[src/rtl/wprot_pkg.sv]
package wprot_pkg;

    // number of distinct address/data keys the decoder recognises
    localparam int NKEY = 5;

    // key indices into the decoder's hit vector
    localparam int K_LEAD1  = 0;   // address A, first lead code
    localparam int K_LEAD2  = 1;   // address B, second lead code
    localparam int K_GO     = 2;   // address A, unlock/enable code
    localparam int K_OFFSEQ = 3;   // address A, start of disable tail
    localparam int K_OFF    = 4;   // address A, final disable code

    // matcher position within the current load window
    typedef enum logic [2:0] {
        ST_W0  = 3'd0,   // expecting first lead
        ST_W1  = 3'd1,   // expecting second lead
        ST_W2  = 3'd2,   // expecting unlock or disable-tail code
        ST_D3  = 3'd3,   // disable tail: first lead again
        ST_D4  = 3'd4,   // disable tail: second lead again
        ST_D5  = 3'd5,   // disable tail: final code
        ST_OFF = 3'd6    // matching disarmed until window closes
    } seq_step_e;

    typedef struct packed {
        seq_step_e step;
        logic      unlock;
    } seq_state_t;

endpackage

[src/rtl/wprot_key_decode.sv]
module wprot_key_decode
    import wprot_pkg::*;
#(
    parameter int                 DATA_W      = 8,
    parameter int                 CMD_AW      = 15,
    parameter logic [CMD_AW-1:0]  KEY_ADDR_A  = 15'h5555,
    parameter logic [CMD_AW-1:0]  KEY_ADDR_B  = 15'h2AAA,
    parameter logic [DATA_W-1:0]  LEAD1_CODE  = 8'hAA,
    parameter logic [DATA_W-1:0]  LEAD2_CODE  = 8'h55,
    parameter logic [DATA_W-1:0]  GO_CODE     = 8'hA0,
    parameter logic [DATA_W-1:0]  OFFSEQ_CODE = 8'h80,
    parameter logic [DATA_W-1:0]  OFF_CODE    = 8'h20
) (
    input  logic [CMD_AW-1:0] addr_lo,
    input  logic [DATA_W-1:0] data,
    output logic [NKEY-1:0]   key_hit
);

    localparam logic [CMD_AW-1:0] KADDR [NKEY] = '{
        KEY_ADDR_A, KEY_ADDR_B, KEY_ADDR_A, KEY_ADDR_A, KEY_ADDR_A
    };
    localparam logic [DATA_W-1:0] KDATA [NKEY] = '{
        LEAD1_CODE, LEAD2_CODE, GO_CODE, OFFSEQ_CODE, OFF_CODE
    };

    for (genvar k = 0; k < NKEY; k++) begin : g_key
        assign key_hit[k] = (addr_lo == KADDR[k]) && (data == KDATA[k]);
    end

endmodule

[src/rtl/wprot_seq.sv]
module wprot_seq
    import wprot_pkg::*;
(
    input  logic            clk,
    input  logic            rst_n,
    input  logic            ld_valid,
    input  logic            win_close,
    input  logic [NKEY-1:0] key_hit,
    output logic            swallow,
    output logic            ev_enable,
    output logic            ev_disable,
    output logic            unlock_q
);

    seq_state_t cur_q;
    seq_state_t nxt_d;

    always_comb begin
        nxt_d      = cur_q;
        swallow    = 1'b0;
        ev_enable  = 1'b0;
        ev_disable = 1'b0;

        // a closing window re-arms matching before this cycle's load is seen
        if (win_close) begin
            nxt_d.step   = ST_W0;
            nxt_d.unlock = 1'b0;
        end

        if (ld_valid) begin
            case (nxt_d.step)
                ST_W0: if (key_hit[K_LEAD1]) begin
                    nxt_d.step = ST_W1;
                    swallow    = 1'b1;
                end
                ST_W1: if (key_hit[K_LEAD2]) begin
                    nxt_d.step = ST_W2;
                    swallow    = 1'b1;
                end
                ST_W2: begin
                    if (key_hit[K_GO]) begin
                        nxt_d.step   = ST_OFF;
                        nxt_d.unlock = 1'b1;
                        ev_enable    = 1'b1;
                        swallow      = 1'b1;
                    end else if (key_hit[K_OFFSEQ]) begin
                        nxt_d.step = ST_D3;
                        swallow    = 1'b1;
                    end
                end
                ST_D3: if (key_hit[K_LEAD1]) begin
                    nxt_d.step = ST_D4;
                    swallow    = 1'b1;
                end
                ST_D4: if (key_hit[K_LEAD2]) begin
                    nxt_d.step = ST_D5;
                    swallow    = 1'b1;
                end
                ST_D5: if (key_hit[K_OFF]) begin
                    nxt_d.step = ST_OFF;
                    ev_disable = 1'b1;
                    swallow    = 1'b1;
                end
                default: ;
            endcase
            // any load that is not a command step disarms matching
            if (!swallow) begin
                nxt_d.step = ST_OFF;
            end
        end
    end

    always_ff @(posedge clk or negedge rst_n) begin
        if (!rst_n) begin
            cur_q.step   <= ST_W0;
            cur_q.unlock <= 1'b0;
        end else begin
            cur_q <= nxt_d;
        end
    end

    assign unlock_q = cur_q.unlock;

    AST_UNLOCK_DROPS_AT_CLOSE: assert property (@(posedge clk) disable iff (!rst_n)
        win_close |=> !unlock_q);
    AST_UNLOCK_NEEDS_LOAD: assert property (@(posedge clk) disable iff (!rst_n)
        $rose(unlock_q) |-> $past(ld_valid));
    AST_ONE_EVENT: assert property (@(posedge clk) disable iff (!rst_n)
        !(ev_enable && ev_disable));
    AST_EVENT_SWALLOWED: assert property (@(posedge clk) disable iff (!rst_n)
        (ev_enable || ev_disable) |-> (ld_valid && swallow));

endmodule

[src/rtl/wprot_flag.sv]
module wprot_flag #(
    parameter bit PROT_INIT = 1'b0
) (
    input  logic clk,
    input  logic rst_n,
    input  logic set_i,
    input  logic clr_i,
    output logic prot_q
);

    logic prot_d;
    logic prot_r = PROT_INIT;

    // the flag holds its value through reset; it only moves on commands
    always_comb begin
        prot_d = prot_r;
        if (rst_n) begin
            if (set_i) begin
                prot_d = 1'b1;
            end else if (clr_i) begin
                prot_d = 1'b0;
            end
        end
    end

    always_ff @(posedge clk) begin
        prot_r <= prot_d;
    end

    assign prot_q = prot_r;

    AST_PROT_RISE_CAUSE: assert property (@(posedge clk) disable iff (!rst_n)
        $rose(prot_q) |-> $past(set_i));
    AST_PROT_FALL_CAUSE: assert property (@(posedge clk) disable iff (!rst_n)
        $fell(prot_q) |-> $past(clr_i));

endmodule

[src/rtl/wprot_gate.sv]
module wprot_gate
    import wprot_pkg::*;
#(
    parameter int                 ADDR_W      = 19,
    parameter int                 DATA_W      = 8,
    parameter int                 CMD_AW      = 15,
    parameter bit                 PROT_INIT   = 1'b0,
    parameter logic [CMD_AW-1:0]  KEY_ADDR_A  = 15'h5555,
    parameter logic [CMD_AW-1:0]  KEY_ADDR_B  = 15'h2AAA,
    parameter logic [DATA_W-1:0]  LEAD1_CODE  = 8'hAA,
    parameter logic [DATA_W-1:0]  LEAD2_CODE  = 8'h55,
    parameter logic [DATA_W-1:0]  GO_CODE     = 8'hA0,
    parameter logic [DATA_W-1:0]  OFFSEQ_CODE = 8'h80,
    parameter logic [DATA_W-1:0]  OFF_CODE    = 8'h20
) (
    input  logic              clk,
    input  logic              rst_n,
    input  logic              ld_valid,
    input  logic [ADDR_W-1:0] ld_addr,
    input  logic [DATA_W-1:0] ld_data,
    input  logic              win_close,
    output logic              fwd_valid,
    output logic [ADDR_W-1:0] fwd_addr,
    output logic [DATA_W-1:0] fwd_data,
    output logic              write_ok,
    output logic              prot_on
);

    typedef struct packed {
        logic              vld;
        logic [ADDR_W-1:0] addr;
        logic [DATA_W-1:0] data;
    } fwd_t;

    logic [NKEY-1:0] key_hit;
    logic            swallow;
    logic            ev_enable;
    logic            ev_disable;
    logic            unlock_q;
    logic            prot_q;
    fwd_t            fwd_d;
    fwd_t            fwd_q;

    wprot_key_decode #(
        .DATA_W      (DATA_W),
        .CMD_AW      (CMD_AW),
        .KEY_ADDR_A  (KEY_ADDR_A),
        .KEY_ADDR_B  (KEY_ADDR_B),
        .LEAD1_CODE  (LEAD1_CODE),
        .LEAD2_CODE  (LEAD2_CODE),
        .GO_CODE     (GO_CODE),
        .OFFSEQ_CODE (OFFSEQ_CODE),
        .OFF_CODE    (OFF_CODE)
    ) u_dec (
        .addr_lo (ld_addr[CMD_AW-1:0]),
        .data    (ld_data),
        .key_hit (key_hit)
    );

    wprot_seq u_seq (
        .clk        (clk),
        .rst_n      (rst_n),
        .ld_valid   (ld_valid),
        .win_close  (win_close),
        .key_hit    (key_hit),
        .swallow    (swallow),
        .ev_enable  (ev_enable),
        .ev_disable (ev_disable),
        .unlock_q   (unlock_q)
    );

    wprot_flag #(
        .PROT_INIT (PROT_INIT)
    ) u_flag (
        .clk    (clk),
        .rst_n  (rst_n),
        .set_i  (ev_enable),
        .clr_i  (ev_disable),
        .prot_q (prot_q)
    );

    always_comb begin
        fwd_d      = fwd_q;
        fwd_d.vld  = ld_valid && !swallow;
        if (ld_valid && !swallow) begin
            fwd_d.addr = ld_addr;
            fwd_d.data = ld_data;
        end
    end

    always_ff @(posedge clk or negedge rst_n) begin
        if (!rst_n) begin
            fwd_q <= '0;
        end else begin
            fwd_q <= fwd_d;
        end
    end

    assign fwd_valid = fwd_q.vld;
    assign fwd_addr  = fwd_q.addr;
    assign fwd_data  = fwd_q.data;
    assign write_ok  = unlock_q || !prot_q;
    assign prot_on   = prot_q;

    AST_FWD_NEEDS_LOAD: assert property (@(posedge clk) disable iff (!rst_n)
        fwd_valid |-> $past(ld_valid));
    AST_FWD_SAME_ADDR: assert property (@(posedge clk) disable iff (!rst_n)
        fwd_valid |-> (fwd_addr == $past(ld_addr) && fwd_data == $past(ld_data)));
    AST_SWALLOWED_NOT_FWD: assert property (@(posedge clk) disable iff (!rst_n)
        (ld_valid && swallow) |=> !fwd_valid);
    AST_PROT_BLOCKS_WRITE: assert property (@(posedge clk) disable iff (!rst_n)
        (prot_on && !write_ok) |=> (write_ok |-> $past(ld_valid) || !prot_on));

endmodule

[config.mk]
export PLATFORM = sky130hd
export DESIGN_NAME = wprot_gate
export DESIGN_NICKNAME = d
export VERILOG_FILES = /design/src/rtl/wprot_pkg.sv /design/src/rtl/wprot_key_decode.sv /design/src/rtl/wprot_seq.sv /design/src/rtl/wprot_flag.sv /design/src/rtl/wprot_gate.sv
export SDC_FILE = /design/constraint.sdc
export NUM_CORES = 1
export LEC_CHECK = 0
export BUFFER_PORTS_ARGS = -buffer_cell sky130_fd_sc_hd__buf_2
export CELL_PAD_IN_SITES_DETAIL_PLACEMENT = 0
export CELL_PAD_IN_SITES_GLOBAL_PLACEMENT = 1
export CORE_ASPECT_RATIO = 0.7
export CORE_MARGIN = 2
export CORE_UTILIZATION = 40
export DETAILED_ROUTE_END_ITERATION = 8
export GPL_TIMING_DRIVEN = 0
export PLACE_DENSITY_LB_ADDON = 0.25
export SLEW_MARGIN = 20
export SYNTH_ARGS = -nofsm -noshare
export SYNTH_HDL_FRONTEND = slang
export SYNTH_SLANG_ARGS = --single-unit
[constraint.sdc]
create_clock -name clk -period 4.4 [get_ports clk]
set_input_delay 0.66 -clock clk [delete_from_list [all_inputs] [get_ports clk]]
set_output_delay 0.66 -clock clk [all_outputs]
set_load 0.01 [all_outputs]
==> results of run 1 <==
==> critical path: cells and delay by family <==
kind | cells | cell delay [ps]
AND/OR/NAND/NOR | 4 | 1050
buffers and inverters | 2 | 290
AO/OA/AOI/OAI | 1 | 230
multiplexers | 1 | 300
==> flip-flops by register name, summed over array words and instances, names as in the netlist <==
register / count
fwd_addr: 19
fwd_data: 8
u_seq.unlock_q: 1
u_flag.prot_q: 1
u_seq.cur_q: 3
fwd_valid: 1
==> layer usage <==
layer / up-vias / wire length [um] / part of all wire / track usage
li1: 590 / - / - / -
met5: - / 0 / 0 / 0
met3: 4 / 258 / 0.067 / 0.0498
met1: 616 / 1850 / 0.48 / 0.256
met2: 49 / 1710 / 0.45 / 0.281
met4: 0 / 26 / 0.0068 / 0.0654
==> stage by stage <==
stage          cell area [um2]  total power, uW  cells
2_1_floorplan             1650              424    122
3_3_place_gp              2010              483    234
3_5_place_dp              2010              488    234
4_1_cts                   2130              785    242
5_1_grt                   2130              814    242
6_report                  2130              773    242
==> path summary, 6_finish.rpt <==
check | from | endpoint
hold / removal | rst_n | fwd_addr[5]$_DFFE_PN0P_
max in group asynchronous | rst_n | fwd_addr[6]$_DFFE_PN0P_
hold reg to reg | fwd_addr[8]$_DFFE_PN0P_ | fwd_addr[8]$_DFFE_PN0P_
setup reg to reg | u_seq.cur_q[1]$_DFF_PN0_ | fwd_addr[10]$_DFFE_PN0P_
min in group clk | fwd_addr[8]$_DFFE_PN0P_ | fwd_addr[8]$_DFFE_PN0P_
setup / recovery | ld_addr[5] | fwd_addr[10]$_DFFE_PN0P_
==> Yosys cell counts, types with 3 or more instances <==
cell type / instances
inv_1: 3
nor2_1: 3
nor4b_1: 4
nand4_1: 3
mux2_2: 8
nor3b_1: 3
nand2_1: 8
nor3_1: 3
dfrtp_1: 32
mux2_4: 19
==> cells by family (layout without fill, tap and decap cells) <==
group,count (synthesis),in the layout
buffers and inverters,6,74
AOI/OAI and AO/OA,13,13
DFF,33,33
muxes,27,27
and+or+nand+nor,43,43
==> layout make-up <==
| type | instances | area, um2 |
|---|---|---|
| multi-input cells | 83 | 763 |
| plain buffers | 2 | 40.0 |
| repair buffers | 60 | 300 |
| fillers | 362 | 1820 |
| flip-flops and latches | 33 | 831 |
| well taps | 52 | 65.1 |
| clock buffers | 7 | 86.3 |
| clock inverters | 1 | 30.0 |
| inverters | 4 | 15.0 |
==> power breakdown <==
part           switching, uW  total (uW)  internal [uW]
clock                    107         292            185
combinational           61.5         132           71.0
sequential              16.9         349            332
total                    186         773            587
==> impl_metrics.toml, run 1 <==
[clock_tree]
cts_buffers = 5
clock_latency_ps = 280
holdBufCountCts = 0
cts_root_buf = "clkbuf_8"
cts_resized = 0
clk_pin_slew_ps = 70
clock_path_buffers = 2
cts_tree = "yes"
htreeDepth = 2
clkSinkCount = 33
cts_setup_buffers = 0

[synthesis]
synth_top_area_frac = 0.486
synth_top_family_by_area = "multiplexers"
synth_fa_ha_area_frac = 0
synth_compound_area_frac = 0.0546
syn_inst = 122
synth-xor-area-share = 0
ys_ff_latch = 33
ys_top_cells_by_area = "dfrtp_1, mux2_4, mux2_2"
yosysUniqueCellTypes = 36
yosysTopAreaCell = "dfrtp_1"
syn_nets = 153
synth_edf_count = 1
async_flop_share = 0.970
synthSimpleGateAreaFrac = 0.181
muxShareOfSynthArea = 0.228
yosysSeqAreaShare = 0.504
yosys_warnings = 0
syn_area_um2 = 1650
synth_area_per_cell_um2 = 13.5
synth_ff_type = "dfrtp_1"

[timing]
timing.final.hold_violations = 0
finalClockSkew_ps = 8.43
slew_headroom = 0.513
fin_ws_ps = 2010
drv_slew = 0
fmax_mhz = 418
fin_crit_sh = 0.543
period_minus_slack_ps = 2390
setup_tns_ps = 0
fin_hold_ws_ps = 436
worst_pin_slew_ps = 730
finalSetupViolations = 0
rsz0062_at_grt = "no"

[layout]
most-common-layout-cells = "buf_2, dfrtp_1, mux2_4"
layout-drive-gt1-share = 0.568
final_common_cell = "buf_2"
diodes = 0
area_delta_synth_final_pct = 29.2
finalNetCount = 220
final_core_util = 0.540

[route]
wl_per_cell_um = 15.9
drc = 0
firstDrtPassIters = 4
ant_nets = 0
vias_per_cell = 5.20
routed-via-count = 1259
routed_wl_um = 3850
drtIter0Drc = 87

[run_status]
status = "complete, no violations"

[critical_path]
rrSetupSlack_ps = 2230
critPathMaxFanout = 10
rr_worst_depth = 7
arrival_ps = 2550
critical_path_class = "in -> reg"
cp-end-kind = "flip-flop"
crit_path_start_kind = "input port"
max_stage_delay_ps = 330
cp.required_ps = 4560
crit_slowest_cell = "nor4bb_1"
crit_chain = "buf_2 > nor4bb_1 > nand4_1 > nor3_2 > a31oi_1 > nand2_4 > buf_12 > mux2_4"

[global_route]
grt_max_degree = 34
grt_pass1_vias = 1289
grt_pass1_wl_um = 6350
antenna_found_initial = 0
grt_usage = 0.184
gr-total-overflow = 0

[placement]
pre_cts_ws_ps = 1720
globalplace.congestion = 0.806
port_buffers = 60
dpl.hpwl_um = 2980

[die]
dieArea_um2 = 4660
ios = 61
start_util = 0.418
die_y_um = 57.7
num_rows = 19
dieWidth_um = 80.7
core_area_um2 = 3950

[power]
ir_drop_mv = 0.288
power_density_nw_per_um2 = 363
power_leakage_uw = 0.00102

[flow_run]
drv_cap = 0

[worst_hold_path]
min_path_type = "in -> async"
(Power assumes the default switching activity.)
==> inputs of run 2 (changes only) <==
--- a/config.mk
+++ b/config.mk
@@ -10,7 +10,7 @@
 export CELL_PAD_IN_SITES_GLOBAL_PLACEMENT = 1
 export CORE_ASPECT_RATIO = 0.7
 export CORE_MARGIN = 2
-export CORE_UTILIZATION = 40
+export CORE_UTILIZATION = 38
 export DETAILED_ROUTE_END_ITERATION = 8
 export GPL_TIMING_DRIVEN = 0
 export PLACE_DENSITY_LB_ADDON = 0.25
==> constraint.sdc (replaced) <==
create_clock -name clk -period 2.3 [get_ports clk]
set_input_delay 0.345 -clock clk [delete_from_list [all_inputs] [get_ports clk]]
set_output_delay 0.345 -clock clk [all_outputs]
set_load 0.01 [all_outputs]
==> run 2 against run 1 <==
  * Via count down 0.32%
  * Critical path depth decreased by 1
  * Worst setup slack got worse by 1800 ps
  * Global-route usage shrank 1.2 points
  * Clock skew increased by 2.4 ps
  * First-iteration DRC count is 29% lower
  * Critical path type is now reg -> reg
  * Critical endpoint unchanged
  * Largest power group unchanged
==> impl_metrics.toml, run 2 (synthesized netlist as in run 1, its figures left out) <==
[clock_tree]
clock_latency_ps = 290
cts_root_buf = "clkbuf_8"
holdBufCountCts = 0
cts_tree = "yes"
htreeDepth = 2
cts_setup_buffers = 0
clk_pin_slew_ps = 70
cts_resized = 0
clock_path_buffers = 2
cts_buffers = 5
clkSinkCount = 33

[global_route]
grt_usage = 0.172
gr-total-overflow = 0
grt_pass1_wl_um = 6260
antenna_found_initial = 0
grt_pass1_vias = 1294
grt_max_degree = 34

[layout]
largest_reg_flops = 19
most-common-layout-cells = "buf_2, dfrtp_1, mux2_4"
layout-drive-gt1-share = 0.574
finalNetCount = 220
area_delta_synth_final_pct = 27.4
diodes = 0
final_core_util = 0.520
final_cell_area_um2 = 2100
final_common_cell = "buf_2"

[route]
routed-via-count = 1255
highest_layer = "met4"
routed_wl_um = 3710
wl_per_cell_um = 15.3
wl_met3_um = 294
firstDrtPassIters = 4
drtIter0Drc = 62
wl_met1_um = 1760
drc = 0
ant_nets = 0
dr_wl_met2_um = 1600
vias_per_cell = 5.19

[placement]
pre_cts_ws_ps = -59.6
post_dp_cell_area_um2 = 2010
globalplace.congestion = 0.821
dpl.hpwl_um = 2880
port_buffers = 60

[critical_path]
rrSetupSlack_ps = 160
rr_worst_depth = 7
critPathMaxFanout = 10
cp-end-kind = "flip-flop"
cp.required_ps = 2470
max_stage_delay_ps = 470
arrival_ps = 2310
critical_path_class = "reg -> reg"
crit_slowest_cell = "dfrtp_1"
crit_chain = "nand2b_1 > or3_2 > o31ai_1 > a31oi_1 > nand2_4 > buf_12 > mux2_4"
crit_path_start_kind = "flip-flop"

[power]
power_density_nw_per_um2 = 640
power_leakage_uw = 0.00100
ir_drop_mv = 0.333

[timing]
finalSetupViolations = 0
fin_crit_sh = 0.930
slew_headroom = 0.516
worst_pin_slew_ps = 727
fin_ws_ps = 161
drv_slew = 0
fmax_mhz = 467
timing.final.hold_violations = 0
rsz0062_at_grt = "no"
finalClockSkew_ps = 10.8
period_minus_slack_ps = 2140

[die]
die_y_um = 59.1
ios = 61
dieArea_um2 = 4890
num_rows = 19
core_area_um2 = 4040
dieWidth_um = 82.7
start_util = 0.408

[flow_run]
drv_cap = 0

[worst_hold_path]
min_path_type = "in -> async"

[run_status]
status = "complete, no violations"
==> run 2: cell count changes in the layout (fill, tap and decap cells not counted), sizes merged <==
cell and change:
bufinv -1, clkbuf -2, clkinv +2, clkinvlp +1
==> run 2: worst max-delay path: cells and delay by family, from the launching register on <==
family / cells / cell delay, ps
and+or+nand+nor: 3 / 750
DFF: 1 / 470
AOI/OAI and AO/OA: 2 / 330
muxes: 1 / 300
buffers and inverters: 1 / 170
==> run 2: area by class of cell <==
class / count / area [um2]
Clock inverter: 3 / 17.5
Buffer: 2 / 40.0
Inverter: 4 / 15.0
Fill cell: 376 / 1940
Multi-Input combinational cell: 83 / 763
Tap cell: 52 / 65.1
Sequential cell: 33 / 831
Timing Repair Buffer: 60 / 300
Clock buffer: 5 / 68.8
==> run 2: metrics by stage <==
step | hold slack [ps] | setup TNS, ps | cells | total power, uW
after global placement | 436 | -424 | 234 | 925
after floorplan | 49.4 | 0 | 122 | 811
after global routing | 175 | 0 | 242 | 1430
final | 112 | 0 | 242 | 1340
after CTS | 130 | 0 | 242 | 1360
after detailed placement | 443 | -947 | 234 | 932
==> run 2: final timing paths <==
check                                              start                       end
worst min register to register  fwd_addr[14]$_DFFE_PN0P_  fwd_addr[14]$_DFFE_PN0P_
max in group asynchronous                          rst_n  u_seq.cur_q[3]$_DFF_PN0_
min in group clk                             ld_addr[17]  fwd_addr[17]$_DFFE_PN0P_
worst max-delay path            u_seq.cur_q[1]$_DFF_PN0_  fwd_addr[10]$_DFFE_PN0P_
worst max register to register  u_seq.cur_q[1]$_DFF_PN0_  fwd_addr[10]$_DFFE_PN0P_
worst min-delay path                               rst_n  fwd_addr[15]$_DFFE_PN0P_
==> run 2: per-layer routing <==
metal | global-route usage | vias to the layer above
li1 | - | 595
met1 | 0.253 | 602
met2 | 0.243 | 51
met3 | 0.0503 | 7
met4 | 0.0585 | 0
met5 | 0 | -
==> run 2: where the power goes <==
group	total, uW	switching [uW]	internal, uW
clock	424	216	209
combinational	253	117	136
sequential	667	32.2	635
